File: src/rtl/spwm_pkg.sv
package spwm_pkg;
  localparam int unsigned CNT_W   = 8;
  localparam int unsigned LVL_W   = 4;
  localparam int unsigned SEL_W   = 4;
  localparam int unsigned FLOOR   = 5;
  localparam int unsigned N_STEPS = (1 << LVL_W) - FLOOR;  // stepped levels below full
endpackage

File: src/rtl/spwm_prescaler.sv
module spwm_prescaler #(
  parameter int unsigned CNT_W = spwm_pkg::CNT_W
) (
  input  logic             clk_i,
  input  logic             rst_ni,
  output logic [CNT_W-1:0] cnt_o,
  output logic             last_o,
  output logic             start_o
);
  logic [CNT_W-1:0] cnt_q;
  logic             start_q;

  assign last_o  = (cnt_q == '1);
  assign cnt_o   = cnt_q;
  assign start_o = start_q;

  always_ff @(posedge clk_i or negedge rst_ni) begin
    if (!rst_ni) begin
      cnt_q   <= '0;
      start_q <= 1'b0;
    end else begin
      cnt_q   <= cnt_q + 1'b1;
      start_q <= last_o;
    end
  end
endmodule

File: src/rtl/spwm_sel_latch.sv
module spwm_sel_latch #(
  parameter int unsigned SEL_W = spwm_pkg::SEL_W
) (
  input  logic             clk_i,
  input  logic             rst_ni,
  input  logic             load_i,
  input  logic [SEL_W-1:0] sel_i,
  output logic [SEL_W-1:0] sel_o
);
  logic [SEL_W-1:0] sel_q;

  always_ff @(posedge clk_i or negedge rst_ni) begin
    if (!rst_ni)     sel_q <= '0;
    else if (load_i) sel_q <= sel_i;
  end

  assign sel_o = sel_q;
endmodule

File: src/rtl/spwm_level_cmp.sv
module spwm_level_cmp #(
  parameter int unsigned LVL_W   = spwm_pkg::LVL_W,
  parameter int unsigned SEL_W   = spwm_pkg::SEL_W,
  parameter int unsigned FLOOR   = spwm_pkg::FLOOR,
  parameter int unsigned N_STEPS = spwm_pkg::N_STEPS
) (
  input  logic [LVL_W-1:0] msb_i,
  input  logic [SEL_W-1:0] sel_i,
  output logic             pwm_o
);
  localparam int unsigned TW = LVL_W + 1;

  logic [N_STEPS-1:0] line;

  // one comparator per stepped level
  for (genvar k = 0; k < N_STEPS; k++) begin : g_line
    assign line[k] = ({1'b0, msb_i} < TW'(FLOOR + k));
  end

  // codes past the last step give full duty
  always_comb begin
    pwm_o = 1'b1;
    for (int k = 0; k < N_STEPS; k++) begin
      if (sel_i == SEL_W'(k)) pwm_o = line[k];
    end
  end
endmodule

File: src/rtl/stepped_pwm_gen.sv
module stepped_pwm_gen #(
  parameter int unsigned CNT_W = spwm_pkg::CNT_W,
  parameter int unsigned LVL_W = spwm_pkg::LVL_W,
  parameter int unsigned SEL_W = spwm_pkg::SEL_W,
  parameter int unsigned FLOOR = spwm_pkg::FLOOR
) (
  input  logic             clk_i,
  input  logic             rst_ni,
  input  logic [SEL_W-1:0] sel_i,
  input  logic             ext_pwm_i,
  output logic             dig_pwm_o,
  output logic             comb_pwm_o,
  output logic             period_start_o
);
  localparam int unsigned N_STEPS = (1 << LVL_W) - FLOOR;

  logic [CNT_W-1:0] cnt;
  logic             last;
  logic [SEL_W-1:0] sel_q;

  spwm_prescaler #(.CNT_W(CNT_W)) i_presc (
    .clk_i  (clk_i),
    .rst_ni (rst_ni),
    .cnt_o  (cnt),
    .last_o (last),
    .start_o(period_start_o)
  );

  spwm_sel_latch #(.SEL_W(SEL_W)) i_sel (
    .clk_i (clk_i),
    .rst_ni(rst_ni),
    .load_i(last),
    .sel_i (sel_i),
    .sel_o (sel_q)
  );

  spwm_level_cmp #(
    .LVL_W  (LVL_W),
    .SEL_W  (SEL_W),
    .FLOOR  (FLOOR),
    .N_STEPS(N_STEPS)
  ) i_cmp (
    .msb_i(cnt[CNT_W-1 -: LVL_W]),
    .sel_i(sel_q),
    .pwm_o(dig_pwm_o)
  );

  assign comb_pwm_o = dig_pwm_o & ext_pwm_i;
endmodule

File: config.mk
export PLATFORM = sky130hd
export DESIGN_NAME = stepped_pwm_gen
export DESIGN_NICKNAME = d
export VERILOG_FILES = /design/src/rtl/spwm_pkg.sv /design/src/rtl/spwm_prescaler.sv /design/src/rtl/spwm_sel_latch.sv /design/src/rtl/spwm_level_cmp.sv /design/src/rtl/stepped_pwm_gen.sv
export SDC_FILE = /design/constraint.sdc
export NUM_CORES = 1
export LEC_CHECK = 0
export BUFFER_PORTS_ARGS = -buffer_cell sky130_fd_sc_hd__buf_2
export CORE_MARGIN = 3
export CORE_UTILIZATION = 45
export CTS_CLUSTER_DIAMETER = 40
export DETAILED_ROUTE_END_ITERATION = 10
export PLACE_DENSITY = 0.7
export SLEW_MARGIN = 20
export SYNTH_ARGS = -nofsm -noshare
export SYNTH_HDL_FRONTEND = slang
export SYNTH_SLANG_ARGS = --single-unit
File: constraint.sdc
create_clock -name clk_i -period 1.7 [get_ports clk_i]
set_input_delay 0.085 -clock clk_i [delete_from_list [all_inputs] [get_ports clk_i]]
set_output_delay 0.085 -clock clk_i [all_outputs]
set_load 0.05 [all_outputs]
# Yosys cells after proc, flatten, opt, wreduce, memory -nomap -nowiden
# Index checks and enable logic that the tools add are counted.
dict set report word_totals {
  out_inout_bits 3
  elab_cells 39
  in_bits 7
  ff_bits 13
}
dict set report op_classes {
  bitwise 1
  add_sub_neg 1
  muxes 11
  eq_ne 11
  n_lt_le_gt_ge 11
  n_reduce_logical 1
}
# operator count
set op_table {}
lappend op_table {{$lt 4x4->1 const B} 8}
lappend op_table {{$eq 4x3->1 const B} 4}
lappend op_table {{$eq 4x4->1 const B} 3}
lappend op_table {{$lt 4x3->1 const B} 3}
lappend op_table {{$mux 1} 11}
lappend op_table {{$add 8x1->8 const B} 1}
lappend op_table {{$eq 4x2->1 const B} 2}
lappend op_table {{$eq 8x8->1 const B} 1}
lappend op_table {{$eq 4x1->1 const B} 1}
lappend op_table {{$logic_not 4->1} 1}
lappend op_table {{$and 1x1->1} 1}

# Longest topological paths before layout
dict set report logic_depth {
  ltp_word 13
  depth_mapped 4
  ltp_nobuf 4
}

# Cells and area by module
# A second synthesis with hierarchy kept.
dict set report hier_totals {
  cells_unflattened 46
  area_unflattened_um2 578.1
}
# module seq_area_each_um2 cells_per_inst instances area_each_um2
set by_module_without_submodules {}
lappend by_module_without_submodules {spwm_prescaler 225.2 27 1 349.1}
lappend by_module_without_submodules {spwm_sel_latch 100.1 8 1 145.1}
lappend by_module_without_submodules {spwm_level_cmp 0.0 10 1 77.6}
lappend by_module_without_submodules {stepped_pwm_gen 0.0 1 1 6.3}

# Worst setup path before layout
# OpenSTA, ideal clock, no wires.
dict set report synth_timing {
  path_kind {register -> output}
  startpoint {register i_presc.cnt_q[6], in the netlist i_presc.cnt_o[6]}
  endpoint {output comb_pwm_o}
  t_required_ns 1.615
  setup_slack_ns -0.389
  stages_incl_launch_ff 5
  n_path_buf 0
  arrival_time_ns 2.004
  path_cell_list {dfrtp_1 > nand2b_1 > o2bb2ai_1 > o21a_1 > nor3b_1}
}
dict set report synth_between {
  elab_chain_len 13
  elab_cells_between_ends 23
  cone_classes {order compare (11); mux (11); bitwise (1)}
}
# element line_no
set synth_lines {}
lappend synth_lines {{from (decl)} spwm_prescaler.sv:10} ;# logic [CNT_W-1:0] cnt_q;
lappend synth_lines {{from (signal assigned)} spwm_prescaler.sv:22} ;# cnt_q <= cnt_q + 1'b1;
lappend synth_lines {{$lt 4x3->1} spwm_level_cmp.sv:17} ;# assign line[k] = ({1'b0, msb_i} < TW'(FLOOR + k));
lappend synth_lines {{$mux 1 (10 in a row)} spwm_level_cmp.sv:24} ;# if (sel_i == SEL_W'(k)) pwm_o = line[k];
lappend synth_lines {{$mux 1 (*)} spwm_level_cmp.sv:24}
lappend synth_lines {{$and 1x1->1 (*)} stepped_pwm_gen.sv:48} ;# assign comb_pwm_o = dig_pwm_o & ext_pwm_i;
lappend synth_lines {{to (decl)} stepped_pwm_gen.sv:12} ;# output logic comb_pwm_o,
# Mark *: on every way between the ends. The rest lies on a longest branch, timed or not.

# Worst setup path after layout
dict set report layout_timing {
  startpoint {register i_sel.sel_q[3], in the netlist i_sel.sel_o[3]}
  endpoint {output dig_pwm_o}
}
dict set report layout_between {
  elab_chain_len 12
  elab_cells_between_ends 22
  cone_classes {eq/ne (10); mux (11); reduce/logical (1)}
}
# element line_no
set layout_lines {}
lappend layout_lines {{from (decl)} spwm_sel_latch.sv:10} ;# logic [SEL_W-1:0] sel_q;
lappend layout_lines {{from (signal assigned)} spwm_sel_latch.sv:14} ;# else if (load_i) sel_q <= sel_i;
lappend layout_lines {{$logic_not 4->1} spwm_level_cmp.sv:24}
lappend layout_lines {{$mux 1 (10 in a row)} spwm_level_cmp.sv:24}
lappend layout_lines {{$mux 1 (*)} spwm_level_cmp.sv:24}
lappend layout_lines {{to (decl)} stepped_pwm_gen.sv:11} ;# output logic dig_pwm_o,
# Marks and branches as above.

==> flow_metrics.tcl <==
set metrics [dict create \
    place_hpwl_microns 786 \
    p_clk_share_pct 35.5 \
    leakage_nw 0.368 \
    setup_violations 2 \
    core_area_sq_um 1200 \
    fin_area_sq_um 766 \
    drive_gt1_share_pct 37.9 \
    worstMarginPinSlew_ps 393 \
    failed_checks "negative setup slack" \
    final_cell_mix "dfrtp_1 (12), buf_2 (7), xnor2_1 (4), nand2b_1 (4), mux2_4 (4)" \
    min_from "sel_i[2]" \
    syn_nets 57 \
    grt_max_degree 14 \
    hold_viol 0 \
    place_area_sq_um 686 \
    dieArea_sq_um 1850 \
    combinationalPowerShare_pct 4.4 \
    nNetsFinal 75 \
    antenna_found_initial 0 \
    timing.final.crit_share_pct 106 \
    layout.cells.non_filler 80 \
    setup_ws_ps -100 \
    grt_pass1_vias 404 \
    gr-total-overflow 0 \
    finalMaxSlewViolations 0 \
    power_density_nw_per_um2 671 \
    setup.worst_path.end_class "primary output" \
    period_needed_ps 1800 \
    fp.dieW_microns 43.1 \
    antenna_left 0 \
    drt_iter0_drc 6 \
    layout.cells.most_common "dfrtp_1" \
    clockBufferDepth 2 \
    tritoncts "done" \
    p_sw_uw 104 \
    routed_wl_microns 1120 \
    initial_core_util_pct 51.5 \
    num_antenna_cells 0 \
    cts_max_level 1 \
    regToRegStartpoint "i_presc.cnt_o[0]" \
    via_per_inst 5.39 \
    fmax_ghz 0.556 \
    yosys_warnings 0 \
    clk_pin_slew_ps 70 \
    pre_cts_ws_ps 281 \
    num_rows 12 \
    cp-startpoint "i_sel.sel_o[3]" \
    fill_cells 105 \
    numCtsBuffers 3 \
    dieHeight_microns 43.1 \
    synth_cells 49 \
    cp-start-kind "flip-flop" \
    worstPathMaxFanout 5 \
    syn_avg_cell_area_sq_um 12.6 \
    seq_power_share_pct 60.1 \
    syn2layout_area_growth_pct 23.9 \
    status "finished, violations left" \
    crit_type "reg2out" \
    intPower_uw 409 \
    drtPass1Iterations 4 \
    port_buffers 9 \
    hold_class "in2reg" \
    final_util_pct 63.7 \
    netSwitchingFraction_pct 20.3 \
    insertion_delay_ps 270 \
    syn_area_sq_um 618 \
    place_congestion 0.787 \
    post_drt_wl_per_cell_microns 14.0 \
    rsz0062_at_grt "yes" \
    root_buffer "clkbuf_4" \
    cts.sinks 13 \
    ios 10 \
    synth_top_area_cell "dfrtp_1" \
    vias 431 \
    grt_pass1_wl_microns 1820 \
    vdd_drop_max_mv 0.472 \
    synth_top_cell_area_share_pct 52.6 \
    synth_top_cells_by_area "dfrtp_1 (53%), mux2_4 (9.7%), xnor2_1 (5.7%), nand2b_1 (5.1%), xor2_1 (2.8%)" \
    synthDistinctLibCells 22 \
    seq_area_frac_synth_pct 52.6 \
    synth_seq_cells 13 \
    drcViolationCount 0 \
    max-cap-violations 0 \
    finClkSkew_ps 2.27 \
    track_usage_pct 13.4 \
    cp.required_ps 1620 \
    dp_cells 72 \
    crit_arrival_ps 1710 \
    maxSlewHeadroom_pct 73.8 \
]
-- worst max-delay path, stage by stage (launching register included) --
cell,delay [ps]
dfrtp_1,430
nor2b_1,160
a222oi_1,410
o21a_1,230
nor2_1,60
buf_6,150
-- per-layer routing --
layer	GRT usage (%)	wire length [microns]	vias up
met5	0	0	-
met3	3.81	40	4
met1	16.4	518	210
met2	21.0	524	11
met4	7.23	34	0
li1	-	-	206
-- state kept, by name (all words and copies together), names as in the netlist --
signal and flops:
i_presc.cnt_o 8, i_presc.start_o 1, i_sel.sel_o 4
-- per-stage QoR --
| step | setup TNS [ps] | total power, mW | hold slack, ps |
|---|---|---|---|
| floorplan | 0 | 0.321 | -211 |
| global placement | 0 | 0.334 | -20.1 |
| detailed placement | 0 | 0.335 | -19.0 |
| CTS | 0 | 0.524 | 35.4 |
| global route | -263 | 0.542 | 41.5 |
| finish | -193 | 0.514 | 44.3 |
-- synthesized netlist by cell type --
| cell | number |
|---|---|
| o2bb2ai_1 | 1 |
| nor3b_1 | 1 |
| nor2b_1 | 1 |
| nand3_1 | 1 |
| nor2_1 | 3 |
| o21a_1 | 1 |
| nor2_4 | 1 |
| mux2_4 | 4 |
| nand4_1 | 1 |
| nand4_2 | 1 |
| xnor2_1 | 4 |
| nand2b_1 | 5 |
| ha_1 | 1 |
| xor2_1 | 2 |
| and4_1 | 1 |
| or4bb_1 | 1 |
| nand3_2 | 1 |
| inv_1 | 2 |
| dfrtp_1 | 13 |
| a222oi_1 | 1 |
| nand2_1 | 2 |
| a21oi_1 | 1 |
-- kinds of logic (layout without fill, tap and decap cells) --
group / after synthesis / count (layout) / synth area share (%)
AND/OR/NAND/NOR: 19 / 19 / 20.9
flip-flops: 13 / 13 / 52.6
XOR/XNOR: 6 / 6 / 8.50
AO/OA/AOI/OAI: 4 / 4 / 5.06
multiplexers: 4 / 4 / 9.72
buffers and inverters: 2 / 19 / 1.22
adder cells (fa/ha/maj): 1 / 1 / 2.02
-- power groups by stage --
stage | Combinational, mW | Sequential (mW) | Clock (mW)
after floorplan | 0.00605 | 0.315 | 0
after global placement | 0.0194 | 0.315 | 0
after detailed placement | 0.0196 | 0.315 | 0
after CTS | 0.0221 | 0.309 | 0.193
after global routing | 0.0250 | 0.309 | 0.208
final | 0.0226 | 0.309 | 0.182
-- final cells by class --
cell class | count | area [sq um] | share of cell area [%]
clock buffers | 4 | 26.3 | 3.43
repair buffers | 13 | 90.1 | 11.8
well taps | 14 | 17.5 | 2.29
inverters | 2 | 7.51 | 0.980
multi-input cells | 34 | 298 | 38.9
flip-flops and latches | 13 | 327 | 42.6
-- worst paths after layout --
check	to	depth (start not counted)	slack (ps)
max	dig_pwm_o	5	-100
min	i_sel.sel_o[2]	2	40
max reg2reg	i_sel.sel_o[1]	4	310
min reg2reg	i_presc.cnt_o[0]	1	480
max in group asynchronous	i_presc.cnt_o[4]	2	1240
min in group asynchronous	i_presc.cnt_o[6]	2	220
-- repair_timing --
action / CTS / global route
resized for setup: 2 / 4
hold buffers: 1 / 0
pin swaps: 0 / 1
setup buffers: 1 / 2
setup endpoints to repair: 2 / 2
hold endpoints to repair: 13 / 0
Note: power is estimated with default switching activity, not from simulation.
